==> config.mk <==
export PLATFORM = sky130hd
export DESIGN_NAME = frame_reorder
export DESIGN_NICKNAME = d
export VERILOG_FILES = /design/src/rtl/frame_reorder_pkg.sv /design/src/rtl/frame_ctrl.sv /design/src/rtl/frame_dpath.sv /design/src/rtl/frame_reorder.sv
export SDC_FILE = /design/constraint.sdc
export NUM_CORES = 2
export LEC_CHECK = 0
export ABC_CLOCK_PERIOD_IN_PS = 12100
export BUFFER_PORTS_ARGS = -buffer_cell sky130_fd_sc_hd__buf_4
export CAP_MARGIN = 20
export CORE_AREA = 2 2 399 698
export CTS_BUF_LIST = sky130_fd_sc_hd__clkbuf_4 sky130_fd_sc_hd__clkbuf_8
export DETAILED_ROUTE_END_ITERATION = 6
export DIE_AREA = 0 0 401 700
export SYNTH_ARGS = -nofsm -noshare
export SYNTH_HDL_FRONTEND = slang
export SYNTH_SLANG_ARGS = --single-unit
==> constraint.sdc <==
create_clock -name clk -period 12.1 [get_ports clk]
set_input_delay 1.21 -clock clk [delete_from_list [all_inputs] [get_ports clk]]
set_output_delay 1.21 -clock clk [all_outputs]
set_load 0.01 [all_outputs]
==> src/rtl/frame_reorder_pkg.sv <==
`timescale 1ns/1ps
package frame_reorder_pkg;
  localparam int CH_COUNT   = 128;
  localparam int CH_IDX_W   = $clog2(CH_COUNT);
  localparam int HDR_W      = 4;
  localparam int ADDR_W     = 8;
  localparam int START_BITS = 2;

  typedef struct packed {
    logic                holdFirst;
    logic                shiftHdr;
    logic                shiftAddr;
    logic                writeData;
    logic                wrBank;
    logic [CH_IDX_W-1:0] wrIdx;
    logic                commit;
    logic                rdEn;
    logic                rdBank;
    logic [CH_IDX_W-1:0] rdIdx;
  } strobe_t;

  // natural channel -> arrival slot of the 4x4x8 multiplexer tree
  function automatic logic [CH_IDX_W-1:0] muxSlot(input logic [CH_IDX_W-1:0] ch);
    return {ch[1:0], ch[3:2], ch[6:4]};
  endfunction
endpackage

==> src/rtl/frame_ctrl.sv <==
`timescale 1ns/1ps
module frame_ctrl
  import frame_reorder_pkg::*;
(
  input  logic    clk,
  input  logic    rstN,
  input  logic    sampleValid,
  input  logic    rawHigh,
  input  logic    bitHigh,
  output strobe_t st,
  output logic    frameErr
);
  typedef enum logic [1:0] {S_IDLE, S_HDR, S_ADDR, S_DATA} phase_t;

  localparam logic [CH_IDX_W-1:0] LAST_CH   = CH_IDX_W'(CH_COUNT - 1);
  localparam logic [CH_IDX_W-1:0] HDR_LAST  = CH_IDX_W'(HDR_W - 1);
  localparam logic [CH_IDX_W-1:0] ADDR_LAST = CH_IDX_W'(ADDR_W - 1);
  localparam logic [CH_IDX_W-1:0] START_N   = CH_IDX_W'(START_BITS);

  phase_t              phase;
  logic [CH_IDX_W-1:0] idx;
  logic                pairPh;
  logic                wrBank;
  logic                rdBank;
  logic                rdActive;
  logic [CH_IDX_W-1:0] rdCnt;
  logic [1:0]          bankFull;
  logic                valStep;
  logic                committed;

  always_comb begin
    valStep   = sampleValid && pairPh && (phase != S_IDLE);
    committed = ((phase == S_HDR) && (idx >= START_N)) ||
                (phase == S_ADDR) || (phase == S_DATA);
    st           = '0;
    st.holdFirst = sampleValid && (((phase == S_IDLE) && rawHigh) ||
                                   ((phase != S_IDLE) && !pairPh));
    st.shiftHdr  = valStep && (phase == S_HDR);
    st.shiftAddr = valStep && (phase == S_ADDR);
    st.writeData = valStep && (phase == S_DATA);
    st.wrBank    = wrBank;
    st.wrIdx     = idx;
    st.commit    = st.writeData && (idx == LAST_CH);
    st.rdEn      = rdActive;
    st.rdBank    = rdBank;
    st.rdIdx     = rdCnt;
  end

  // capture sequencing
  always_ff @(posedge clk) begin
    if (!rstN) begin
      phase    <= S_IDLE;
      idx      <= '0;
      pairPh   <= 1'b0;
      frameErr <= 1'b0;
      wrBank   <= 1'b0;
    end else begin
      frameErr <= 1'b0;
      if (phase == S_IDLE) begin
        if (sampleValid && rawHigh) begin
          phase  <= S_HDR;
          idx    <= '0;
          pairPh <= 1'b1;
        end
      end else if (!sampleValid) begin
        frameErr <= committed;
        phase    <= S_IDLE;
      end else if (!pairPh) begin
        pairPh <= 1'b1;
      end else begin
        pairPh <= 1'b0;
        unique case (phase)
          S_HDR: begin
            if ((idx < START_N) && !bitHigh) phase <= S_IDLE;
            else if (idx == HDR_LAST) begin
              phase <= S_ADDR;
              idx   <= '0;
            end else idx <= idx + 1'b1;
          end
          S_ADDR: begin
            if (idx == ADDR_LAST) begin
              phase <= S_DATA;
              idx   <= '0;
            end else idx <= idx + 1'b1;
          end
          S_DATA: begin
            if (idx == LAST_CH) begin
              phase  <= S_IDLE;
              idx    <= '0;
              wrBank <= ~wrBank;
            end else idx <= idx + 1'b1;
          end
          default: phase <= S_IDLE;
        endcase
      end
    end
  end

  // ping-pong bank ownership and natural-order readout
  always_ff @(posedge clk) begin
    if (!rstN) begin
      bankFull <= '0;
      rdBank   <= 1'b0;
      rdActive <= 1'b0;
      rdCnt    <= '0;
    end else begin
      if (rdActive) begin
        if (rdCnt == LAST_CH) begin
          rdActive         <= 1'b0;
          bankFull[rdBank] <= 1'b0;
          rdBank           <= ~rdBank;
        end
        rdCnt <= rdCnt + 1'b1;
      end else if (bankFull[rdBank]) begin
        rdActive <= 1'b1;
        rdCnt    <= '0;
      end
      if (st.commit) bankFull[wrBank] <= 1'b1;
    end
  end
endmodule

==> src/rtl/frame_dpath.sv <==
`timescale 1ns/1ps
module frame_dpath
  import frame_reorder_pkg::*;
#(
  parameter int SAMPLE_W = 12
) (
  input  logic                clk,
  input  logic                rstN,
  input  logic [SAMPLE_W-1:0] sampleIn,
  input  logic [SAMPLE_W-1:0] logicThresh,
  input  logic                invertPol,
  input  strobe_t             st,
  output logic                rawHigh,
  output logic                bitHigh,
  output logic                chanValid,
  output logic [SAMPLE_W-1:0] chanData,
  output logic                chanFirst,
  output logic                chanLast,
  output logic [ADDR_W-1:0]   frameAddr,
  output logic [HDR_W-1:0]    frameHdr
);
  localparam logic [CH_IDX_W-1:0] LAST_CH = CH_IDX_W'(CH_COUNT - 1);

  logic [SAMPLE_W-1:0] firstSmp;
  logic [SAMPLE_W:0]   pairSum;
  logic [SAMPLE_W-1:0] pairAvg;
  logic [HDR_W-1:0]    hdrSh;
  logic [ADDR_W-1:0]   addrSh;
  logic [HDR_W-1:0]    metaHdr  [2];
  logic [ADDR_W-1:0]   metaAddr [2];
  logic [SAMPLE_W-1:0] bankMem  [2][CH_COUNT];

  function automatic logic isHigh(input logic [SAMPLE_W-1:0] v,
                                  input logic [SAMPLE_W-1:0] thr,
                                  input logic neg);
    return neg ? (v < thr) : (v > thr);
  endfunction

  always_comb begin
    pairSum = {1'b0, firstSmp} + {1'b0, sampleIn};
    pairAvg = pairSum[SAMPLE_W:1];
    rawHigh = isHigh(sampleIn, logicThresh, invertPol);
    bitHigh = isHigh(pairAvg, logicThresh, invertPol);
  end

  always_ff @(posedge clk) begin
    if (!rstN) begin
      firstSmp <= '0;
      hdrSh    <= '0;
      addrSh   <= '0;
    end else begin
      if (st.holdFirst) firstSmp <= sampleIn;
      if (st.shiftHdr)  hdrSh    <= {hdrSh[HDR_W-2:0], bitHigh};
      if (st.shiftAddr) addrSh   <= {addrSh[ADDR_W-2:0], bitHigh};
    end
  end

  always_ff @(posedge clk) begin
    if (st.writeData) bankMem[st.wrBank][st.wrIdx] <= pairAvg;
    if (st.commit) begin
      metaHdr[st.wrBank]  <= hdrSh;
      metaAddr[st.wrBank] <= addrSh;
    end
  end

  always_ff @(posedge clk) begin
    if (!rstN) begin
      chanValid <= 1'b0;
      chanFirst <= 1'b0;
      chanLast  <= 1'b0;
      chanData  <= '0;
      frameAddr <= '0;
      frameHdr  <= '0;
    end else begin
      chanValid <= st.rdEn;
      chanFirst <= st.rdEn && (st.rdIdx == '0);
      chanLast  <= st.rdEn && (st.rdIdx == LAST_CH);
      if (st.rdEn) begin
        chanData  <= bankMem[st.rdBank][muxSlot(st.rdIdx)];
        frameAddr <= metaAddr[st.rdBank];
        frameHdr  <= metaHdr[st.rdBank];
      end
    end
  end
endmodule

==> src/rtl/frame_reorder.sv <==
`timescale 1ns/1ps
module frame_reorder
  import frame_reorder_pkg::*;
#(
  parameter int SAMPLE_W = 12
) (
  input  logic                clk,
  input  logic                rstN,
  input  logic                sampleValid,
  input  logic [SAMPLE_W-1:0] sampleIn,
  input  logic [SAMPLE_W-1:0] logicThresh,
  input  logic                invertPol,
  output logic                chanValid,
  output logic [SAMPLE_W-1:0] chanData,
  output logic                chanFirst,
  output logic                chanLast,
  output logic [ADDR_W-1:0]   frameAddr,
  output logic [HDR_W-1:0]    frameHdr,
  output logic                frameErr
);
  strobe_t st;
  logic    rawHigh;
  logic    bitHigh;

  frame_ctrl u_ctrl (
    .clk(clk), .rstN(rstN), .sampleValid(sampleValid),
    .rawHigh(rawHigh), .bitHigh(bitHigh), .st(st), .frameErr(frameErr)
  );

  frame_dpath #(.SAMPLE_W(SAMPLE_W)) u_dpath (
    .clk(clk), .rstN(rstN), .sampleIn(sampleIn), .logicThresh(logicThresh),
    .invertPol(invertPol), .st(st), .rawHigh(rawHigh), .bitHigh(bitHigh),
    .chanValid(chanValid), .chanData(chanData), .chanFirst(chanFirst),
    .chanLast(chanLast), .frameAddr(frameAddr), .frameHdr(frameHdr)
  );
endmodule

## Yosys cells after proc, flatten, opt, wreduce, memory -nomap -nowiden

Memories as Yosys holds them, arrays and structs flattened. A register that Yosys moved wholly into a read port is not among the register bits.
Cells that the tools add are included.

| storage, ports and cells | value |
|---|---|
| memories kept | 3 |
| output and inout bits | 28 |
| logic and storage cells | 144 |
| RAM bits | 3096 |
| register bits after elaboration | 62 |
| input bits | 28 |

Memory list:

| name | words | bits a word | read ports | clocked after memory_dff | write ports | line | RTL |
|---|---|---|---|---|---|---|---|
| u_dpath.bankMem | 2 | 1536 | 1 | 1 | 1 | frame_dpath.sv:31 | `logic [SAMPLE_W-1:0] bankMem [2][CH_COUNT];` |
| u_dpath.metaAddr | 2 | 8 | 1 | 1 | 1 | frame_dpath.sv:30 | `logic [ADDR_W-1:0] metaAddr [2];` |
| u_dpath.metaHdr | 2 | 4 | 1 | 1 | 1 | frame_dpath.sv:29 | `logic [HDR_W-1:0] metaHdr [2];` |

| cells by class | value |
|---|---|
| multiplexer cells | 50 |
| equality and inequality tests | 13 |
| order comparisons | 13 |
| add/subtract/negate cells | 3 |
| bitwise gates (word level) | 9 |
| reductions and logical operators | 37 |

Operators by type and width:

| cell | count |
|---|---|
| $mux 1536 | 1 |
| $bmux 12 s7 | 1 |
| $demux 12 s7 | 1 |
| $mux 7 | 10 |
| $mux 12 | 3 |
| $gt 12x12->1 | 2 |
| $lt 12x12->1 | 2 |
| $mux 2 | 12 |
| $pmux 7 s3 | 1 |
| $mux 1 | 18 |
| $logic_and 1x1->1 | 17 |
| $ge 8x8->1 const B | 2 |
| $not 7->8 | 2 |
| $reduce_and 5->1 | 3 |
| $add 7x1->7 const B | 2 |
| $eq 7x7->1 const B | 2 |
| $add 12x12->13 | 1 |
| $lt 8x1->1 const B | 1 |
| $ne 4x3->1 const B | 2 |
| $reduce_bool 2->1 | 4 |
| $eq 7x2->1 const B | 1 |
| $eq 7x3->1 const B | 1 |
| $ge 7x2->1 const B | 1 |
| $logic_not 7->1 | 1 |
| 21 further kinds | 34 |

## Longest topological paths before layout

| logic depth | value |
|---|---|
| word-level depth | 11 |
| mapped depth | 19 |
| mapped depth without buffers | 19 |

## By module

From an unflattened synthesis, not the netlist that was laid out.

| unflattened totals | value |
|---|---|
| cells, all modules | 5613 |
| area, all modules | 123807.5 µm² |

Modules (own cells, without submodules):

| module | area an instance (µm²) | cells each | times used | sequential area each (µm²) |
|---|---|---|---|---|
| frame_dpath | 122438.7 | 5452 | 1 | 93990.1 |
| frame_ctrl | 1368.8 | 161 | 1 | 460.4 |

## Worst setup path before layout

OpenSTA, ideal clock, no wires.

| path | value |
|---|---|
| path type | input port to flip-flop |
| from | input port sampleIn[1] |
| to | register u_ctrl.idx[3] |
| arrival | 12891 ps |
| path buffers | 0 |
| setup slack | -911 ps |
| cell stages on the path | 19 |
| library setup time | 120 ps |
| cell sequence | inv_1 -> fa_1 -> inv_1 -> a21oi_1 -> o21ai_0 -> a21o_1 -> a21oi_1 -> o21a_1 -> o211a_1 -> xnor2_1 -> ha_1 -> nand4_1 -> nor2_1 -> o221a_2 -> o41a_1 -> or4_1 -> o311ai_2 -> nor3_1 -> a211o_1 |

| between the ends | value |
|---|---|
| word-level cells in the longest chain between the ends | 7 |

RTL lines:

| what | line | RTL |
|---|---|---|
| from (decl) | frame_reorder.sv:10 | `input logic [SAMPLE_W-1:0] sampleIn,` |
| $add 12x12->13 (*) | frame_dpath.sv:40 | `pairSum = {1'b0, firstSmp} + {1'b0, sampleIn};` |
| net u_dpath.pairSum[10] | frame_dpath.sv:25 | `logic [SAMPLE_W:0] pairSum;` |
| $gt 12x12->1 / $lt 12x12->1 (equally long branches) | frame_dpath.sv:36 | `return neg ? (v < thr) : (v > thr);` |
| $mux 1 (*) | frame_dpath.sv:36 |  |
| $logic_not 1->1 (*) | frame_ctrl.sv:74 | `if ((idx < START_N) && !bitHigh) phase <= S_IDLE;` |
| $logic_and 1x1->1 (*) | frame_ctrl.sv:74 |  |
| $ne 3x2->1 (no line) (*) | n/a |  |
| $reduce_and 5->1 (no line) (*) | n/a |  |
| to (signal assigned) | frame_ctrl.sv:78 | `end else idx <= idx + 1'b1;` |
| to (signal assigned) | frame_ctrl.sv:84 | `end else idx <= idx + 1'b1;` |
| to (signal assigned) | frame_ctrl.sv:91 | `end else idx <= idx + 1'b1;` |
| to (decl) | frame_ctrl.sv:21 | `logic [CH_IDX_W-1:0] idx;` |

The timed path passes the listed nets; every way through them passes the cells marked *.
A chain may end at the register's enable or synchronous reset.

## Worst setup path in the final report

| path | value |
|---|---|
| from | register u_dpath.firstSmp[1] |
| to | register u_ctrl.idx[5] |

| between the ends | value |
|---|---|
| word-level cells in the longest chain between the ends | 7 |

RTL lines:

| what | line | RTL |
|---|---|---|
| from (decl) | frame_dpath.sv:24 | `logic [SAMPLE_W-1:0] firstSmp;` |
| from (signal assigned) | frame_dpath.sv:52 | `if (st.holdFirst) firstSmp <= sampleIn;` |
| $add 12x12->13 (*) | frame_dpath.sv:40 |  |
| net u_dpath.pairSum[9] | frame_dpath.sv:25 |  |
| $gt 12x12->1 / $lt 12x12->1 (equally long branches) | frame_dpath.sv:36 |  |
| $mux 1 (*) | frame_dpath.sv:36 |  |
| $logic_not 1->1 (*) | frame_ctrl.sv:74 |  |
| $logic_and 1x1->1 (*) | frame_ctrl.sv:74 |  |
| $ne 3x2->1 (no line) (*) | n/a |  |
| $reduce_and 5->1 (no line) (*) | n/a |  |

Marks and branches as above.

==> impl_summary.md <==
Outcome
The flow ran to the end, but the final reports show violations. The checks that failed: DRC.

Hold path
The destination of the worst hold path is u_dpath.firstSmp[0]$_SDFFE_PN0P_. In this run the most critical hold path is launched from sampleIn[0]. Along the worst hold path, the cell count comes to 3.

The class of the tightest hold or removal check is in -> reg.

Power and ir drop
The power per cell area is 161 nW/um^2. The internal power contribution is ~17 mW. The share of total power dissipated in sequential elements is 0.578. The leakage power total is roughly 42 nW. The share of total power dissipated in combinational logic is 0.053.

The net switching power is 5.07 mW. The worst-case vdd ir drop is about 0.11 mV. The switching power share of the total is 0.228. The share of power burned in the clock network is 0.369.

Setup path
The nature of the critical path startpoint is a flop. The slowest stage of the critical path is the buf_4 cell. At the worst endpoint, the required time is around 13 ns.

The beginning of the worst register-to-register path is u_dpath.firstSmp[1]$_SDFFE_PN0P_. The worst reg-to-reg path cell count is 19. The critical path start-end classification is reg -> reg. The category of the worst setup path capture point is a flop. The capture instance of the worst register-to-register path is u_ctrl.idx[5]$_SDFFE_PN0P_. The signal on the critical path passes through ha_1, a31o_2, a21oi_1, o21ai_0, nand4_1, nand3_1, o41ai_1, clkbuf_2, xnor2_4, buf_4, ha_1, nand4_1, nor2_1, o221a_2, o41a_1, or4_1, o311ai_2, o211a_1, o2bb2ai_1. For flop-to-flop paths, the worst setup slack is between 6 and 7 ns. The maximum fanout encountered on the critical timing path is between 70 and 80. Together, buffers and inverters on the worst path number 2. The endpoint arrival time on the critical path is approximately 6.8 ns. Among cell families on the critical path, the largest total delay comes from compound AO/OA/AOI/OAI gates. In this design, the stage delay of the slowest critical-path cell is ~0.66 ns.

Timing
The max-slew headroom at the worst pin is 0.0241. On the final layout, the worst hold slack is ~0.4 ns. The worst clock skew is between 0.09 and 0.1 ns. The number of failing hold endpoints at the final stage is 0. Setup repair after global routing left no endpoint under its margin.

The time the final worst path needs with I/O delays and setup is between 5 and 6 ns. Setup violations remaining at the end of the flow were counted as 0. The slew at the pin closest to its max-slew limit is between 1 and 1.5 ns.

The accumulated negative setup slack is 0 ns. The peak clock frequency supported by timing is around 170 MHz. The final max-slew violation count is 0. Dividing the final minimum period by the clock period gives 0.482.

Place
The detailed placement HPWL is between 200000 and 250000 um. Input and output buffers added on the ports amount to between 50 and 60. At the end of routability-driven placement, the weighted congestion stood at a little under 0.9.

The post-detailed-placement cell area is between 100000 and 150000 um^2. Counting tap cells, the placed design contains a total of ~9600 instances.

Yosys
Counting every instance in the synthesized netlist gives roughly 6000. After synthesis, the share of flip-flops with an asynchronous set or reset is 0. Of the total synthesized cell area, the portion taken by AND, OR, NAND and NOR gates is 0.0258.

After synthesis, the largest family of logic cells by area is multiplexers. Counting every net in the synthesized netlist gives about 5900. The compound-cell area share of the yosys netlist is 0.0340. In this run, synthesis produced a sequential element count of 3171.

The Yosys step of the flow raised 0 warnings. Counting distinct cell types in the post-synthesis netlist gives 71. The xor/xnor share of the synthesized area is 0.000924. The synthesized cell area is ~120000 um^2. A synthesized cell averages between 20 and 25 um^2.

The share of the Yosys chip area taken by registers is 0.767. The primary flip-flop cell chosen by synthesis mapping is edfxtp_1. In this run, synthesis inferred ~3100 flip-flops with an integrated enable.

Of the post-synthesis cell area, the part taken by muxes is 0.151. The share of synthesized cell area in full adder, half adder and majority cells is 0.00473.

CTS
After clock tree synthesis, the clock-pin slew on the worst setup and hold paths is 0.07 ns. After clock tree synthesis, the setup repair step added 0 buffers. The tree is rooted in a clkbuf_8. Post-CTS repair changed the size of 0 cells. The clock reaches the later pin of the worst-skew pair after around 1.1 ns.

The maximum buffer depth of the clock tree is 4. Counting the buffers created by CTS gives 432. The number of hold buffers added after CTS was 0. The H-tree level count is 5. The TritonCTS clock tree is done. The number of clock sinks seen by CTS is approximately 3200.

Final layout
After the flow finishes, the layout carries non-filler instances totaling 10400. With fillers left out, the area of the finished cells amounts to around 140000 um^2. The fraction of layout cells with a size suffix above 1 is 0.289. At the end of the flow the core is filled with cells to 0.503. The final net count is approximately 6500. The area overhead of the layout relative to synthesis is 12.3%.

Global route
The total overflow left after global routing is 0. The number of global-route vias before repair was 65500. The wire length of the first global-routing pass is 506000 um. The number of antenna violations at the first check in global routing is 15. The global router's overall resource usage is 0.256. Entering global routing, the biggest net connects ~200 pins.

Job
Max-cap violations in this run came to 0.

Route
The first detailed-routing pass ran for 7 iterations. The total wirelength of the detailed-routed design is between 300000 and 400000 um. The first routing iteration left between 7000 and 8000 violations.

The wire length per cell is 35.0 um. The vias per cell is 6.16. For this run, design rule violations remaining after detail routing come to 1.

The final route contains approximately 64000 vias. The final antenna-violating net count is 0.

Die
For this configuration, the core starts out at a cell density of 0.448. During I/O placement, the number of pins put on the boundary was 56. The total area inside the core boundary comes to approximately 280000 um^2.

The overall die height is roughly 700 um. The cell row count is 255. The floorplan step defined a die boundary enclosing approximately 280000 um^2. The die is around 400 um wide.
## cells by family after synthesis
logic type                 Yosys count
muxes                              933
xor gates and xnor gates            13
buffers and inverters              377
and+or+nand+nor                    731
adders and majority gates           46
DFF                               3171
AOI/OAI and AO/OA                  603
## stage by stage
stage / setup WS, ns / power [mW]
2_1_floorplan: 0.00246 / 13.8
3_3_place_gp: 4.73 / 14.2
3_5_place_dp: 4.66 / 14.2
4_1_cts: 5.65 / 22.3
5_1_grt: 5.96 / 22.9
6_report: 6.26 / 22.2
## state kept, by name, indices dropped and copies added (netlist names), 2 cells and up, named ones only
register,count
u_dpath.frameHdr,4
u_dpath.firstSmp,12
u_dpath.metaHdr,8
u_ctrl.phase,2
u_dpath.metaAddr,16
u_ctrl.idx,7
u_dpath.frameAddr,8
u_dpath.bankMem,3072
u_dpath.addrSh,8
u_ctrl.bankFull,2
u_dpath.chanData,12
u_ctrl.rdCnt,7
u_dpath.hdrSh,4
## worst register-to-register path, cell delays in order (launching register included)
cell       delay, ns
dfxtp_1         0.32
ha_1            0.28
a31o_2          0.26
a21oi_1         0.40
o21ai_0         0.22
nand4_1         0.15
nand3_1         0.11
o41ai_1         0.55
clkbuf_2        0.27
xnor2_4         0.11
buf_4           0.66
ha_1            0.43
nand4_1         0.12
nor2_1          0.08
o221a_2         0.13
o41a_1          0.44
or4_1           0.51
o311ai_2        0.19
o211a_1         0.38
o2bb2ai_1       0.15
## metal layers
layer / part of all wire / track usage
met3: 0.075 / 0.0426
met2: 0.52 / 0.444
met1: 0.34 / 0.297
met4: 0.069 / 0.160
met5: 0.000063 / 0
## worst max-delay path by stage
| stage | startpoint | end | slack [ns] | cells past startpoint |
|---|---|---|---|---|
| floorplan | sampleIn[1] | u_ctrl.idx[3]$_SDFFE_PN0P_ | 0.002 | 12 |
| CTS | u_dpath.firstSmp[1]$_SDFFE_PN0P_ | u_ctrl.idx[5]$_SDFFE_PN0P_ | 5.65 | 19 |
| detailed placement | sampleIn[1] | u_ctrl.idx[5]$_SDFFE_PN0P_ | 4.66 | 20 |
| finish | u_dpath.firstSmp[1]$_SDFFE_PN0P_ | u_ctrl.idx[5]$_SDFFE_PN0P_ | 6.26 | 19 |
| global route | u_dpath.firstSmp[0]$_SDFFE_PN0P_ | u_dpath.bankMem[0][167]$_DFFE_PP_ | 5.96 | 13 |
| global placement | sampleIn[1] | u_ctrl.idx[3]$_SDFFE_PN0P_ | 4.73 | 20 |
## power by group through the flow
stage                     clock network (mW)  registers [mW]  logic, mW
after floorplan                            0            13.3      0.504
after global placement                     0            13.1       1.08
after detailed placement                   0            13.1       1.17
after CTS                               8.34            12.8       1.17
after global routing                    8.76            12.8       1.26
final                                   8.20            12.8       1.17
## layout make-up
| class | count | area, um^2 |
|---|---|---|
| Sequential cell | 3171 | 94500 |
| Timing Repair Buffer | 457 | 3710 |
| Tap cell | 3598 | 4500 |
| Inverter | 37 | 154 |
| Clock buffer | 606 | 7430 |
| Fill cell | 22000 | 137000 |
| Clock inverter | 176 | 1070 |
| Multi-Input combinational cell | 2326 | 26900 |
| Antenna cell | 10 | 25.0 |
## synth_stat cells, types with 12 or more instances
| cell type | number | area share |
|---|---|---|
| edfxtp_1 | 3096 | 0.75 |
| o21ai_0 | 81 | 0.0033 |
| nor4_1 | 15 | 0.00076 |
| nor2b_1 | 26 | 0.0013 |
| nand4_1 | 13 | 0.00066 |
| a22o_1 | 29 | 0.0021 |
| dfxtp_1 | 75 | 0.012 |
| nor2_1 | 350 | 0.011 |
| mux4_2 | 736 | 0.13 |
| a22oi_1 | 115 | 0.0070 |
| buf_2 | 64 | 0.0026 |
| buf_4 | 42 | 0.0026 |
| nand2_1 | 164 | 0.0050 |
| a21oi_1 | 121 | 0.0049 |
| a211oi_1 | 30 | 0.0018 |
| ha_1 | 45 | 0.0046 |
| mux2i_1 | 192 | 0.016 |
| buf_6 | 45 | 0.0041 |
| clkbuf_1 | 165 | 0.0050 |
| nor3_1 | 28 | 0.0011 |
| a31oi_1 | 24 | 0.0012 |
| buf_1 | 16 | 0.00049 |
| o221ai_1 | 36 | 0.0026 |
| nand3_1 | 77 | 0.0031 |
| o22ai_1 | 38 | 0.0019 |
| and2_1 | 12 | 0.00061 |
| a221oi_1 | 53 | 0.0038 |
| inv_1 | 34 | 0.0010 |
## cells in the final DEF (no fill, tap or decap), types with 9 or more instances in the layout
cell type,n
dfxtp_1,68
nor2b_1,19
edfxtp_1,3096
a22o_1,29
a31oi_1,24
nand3_1,69
nand4_1,13
clkbuf_8,461
diode_2,10
nor2_2,15
inv_1,32
clkinv_2,56
ha_1,45
a221oi_1,53
buf_4,432
mux2i_1,192
and2_1,11
nor3_1,27
clkinvlp_4,9
clkinv_1,97
a311oi_1,11
buf_12,15
nor2_1,333
clkbuf_4,145
and3_1,9
a21oi_1,120
a211oi_1,30
nand2b_1,9
a22oi_1,115
o22ai_1,38
bufinv_16,10
o21ai_0,80
o221ai_1,36
nor4_1,14
nand2_1,158
mux4_2,736
No activity file was read; power rests on OpenSTA's default activity.
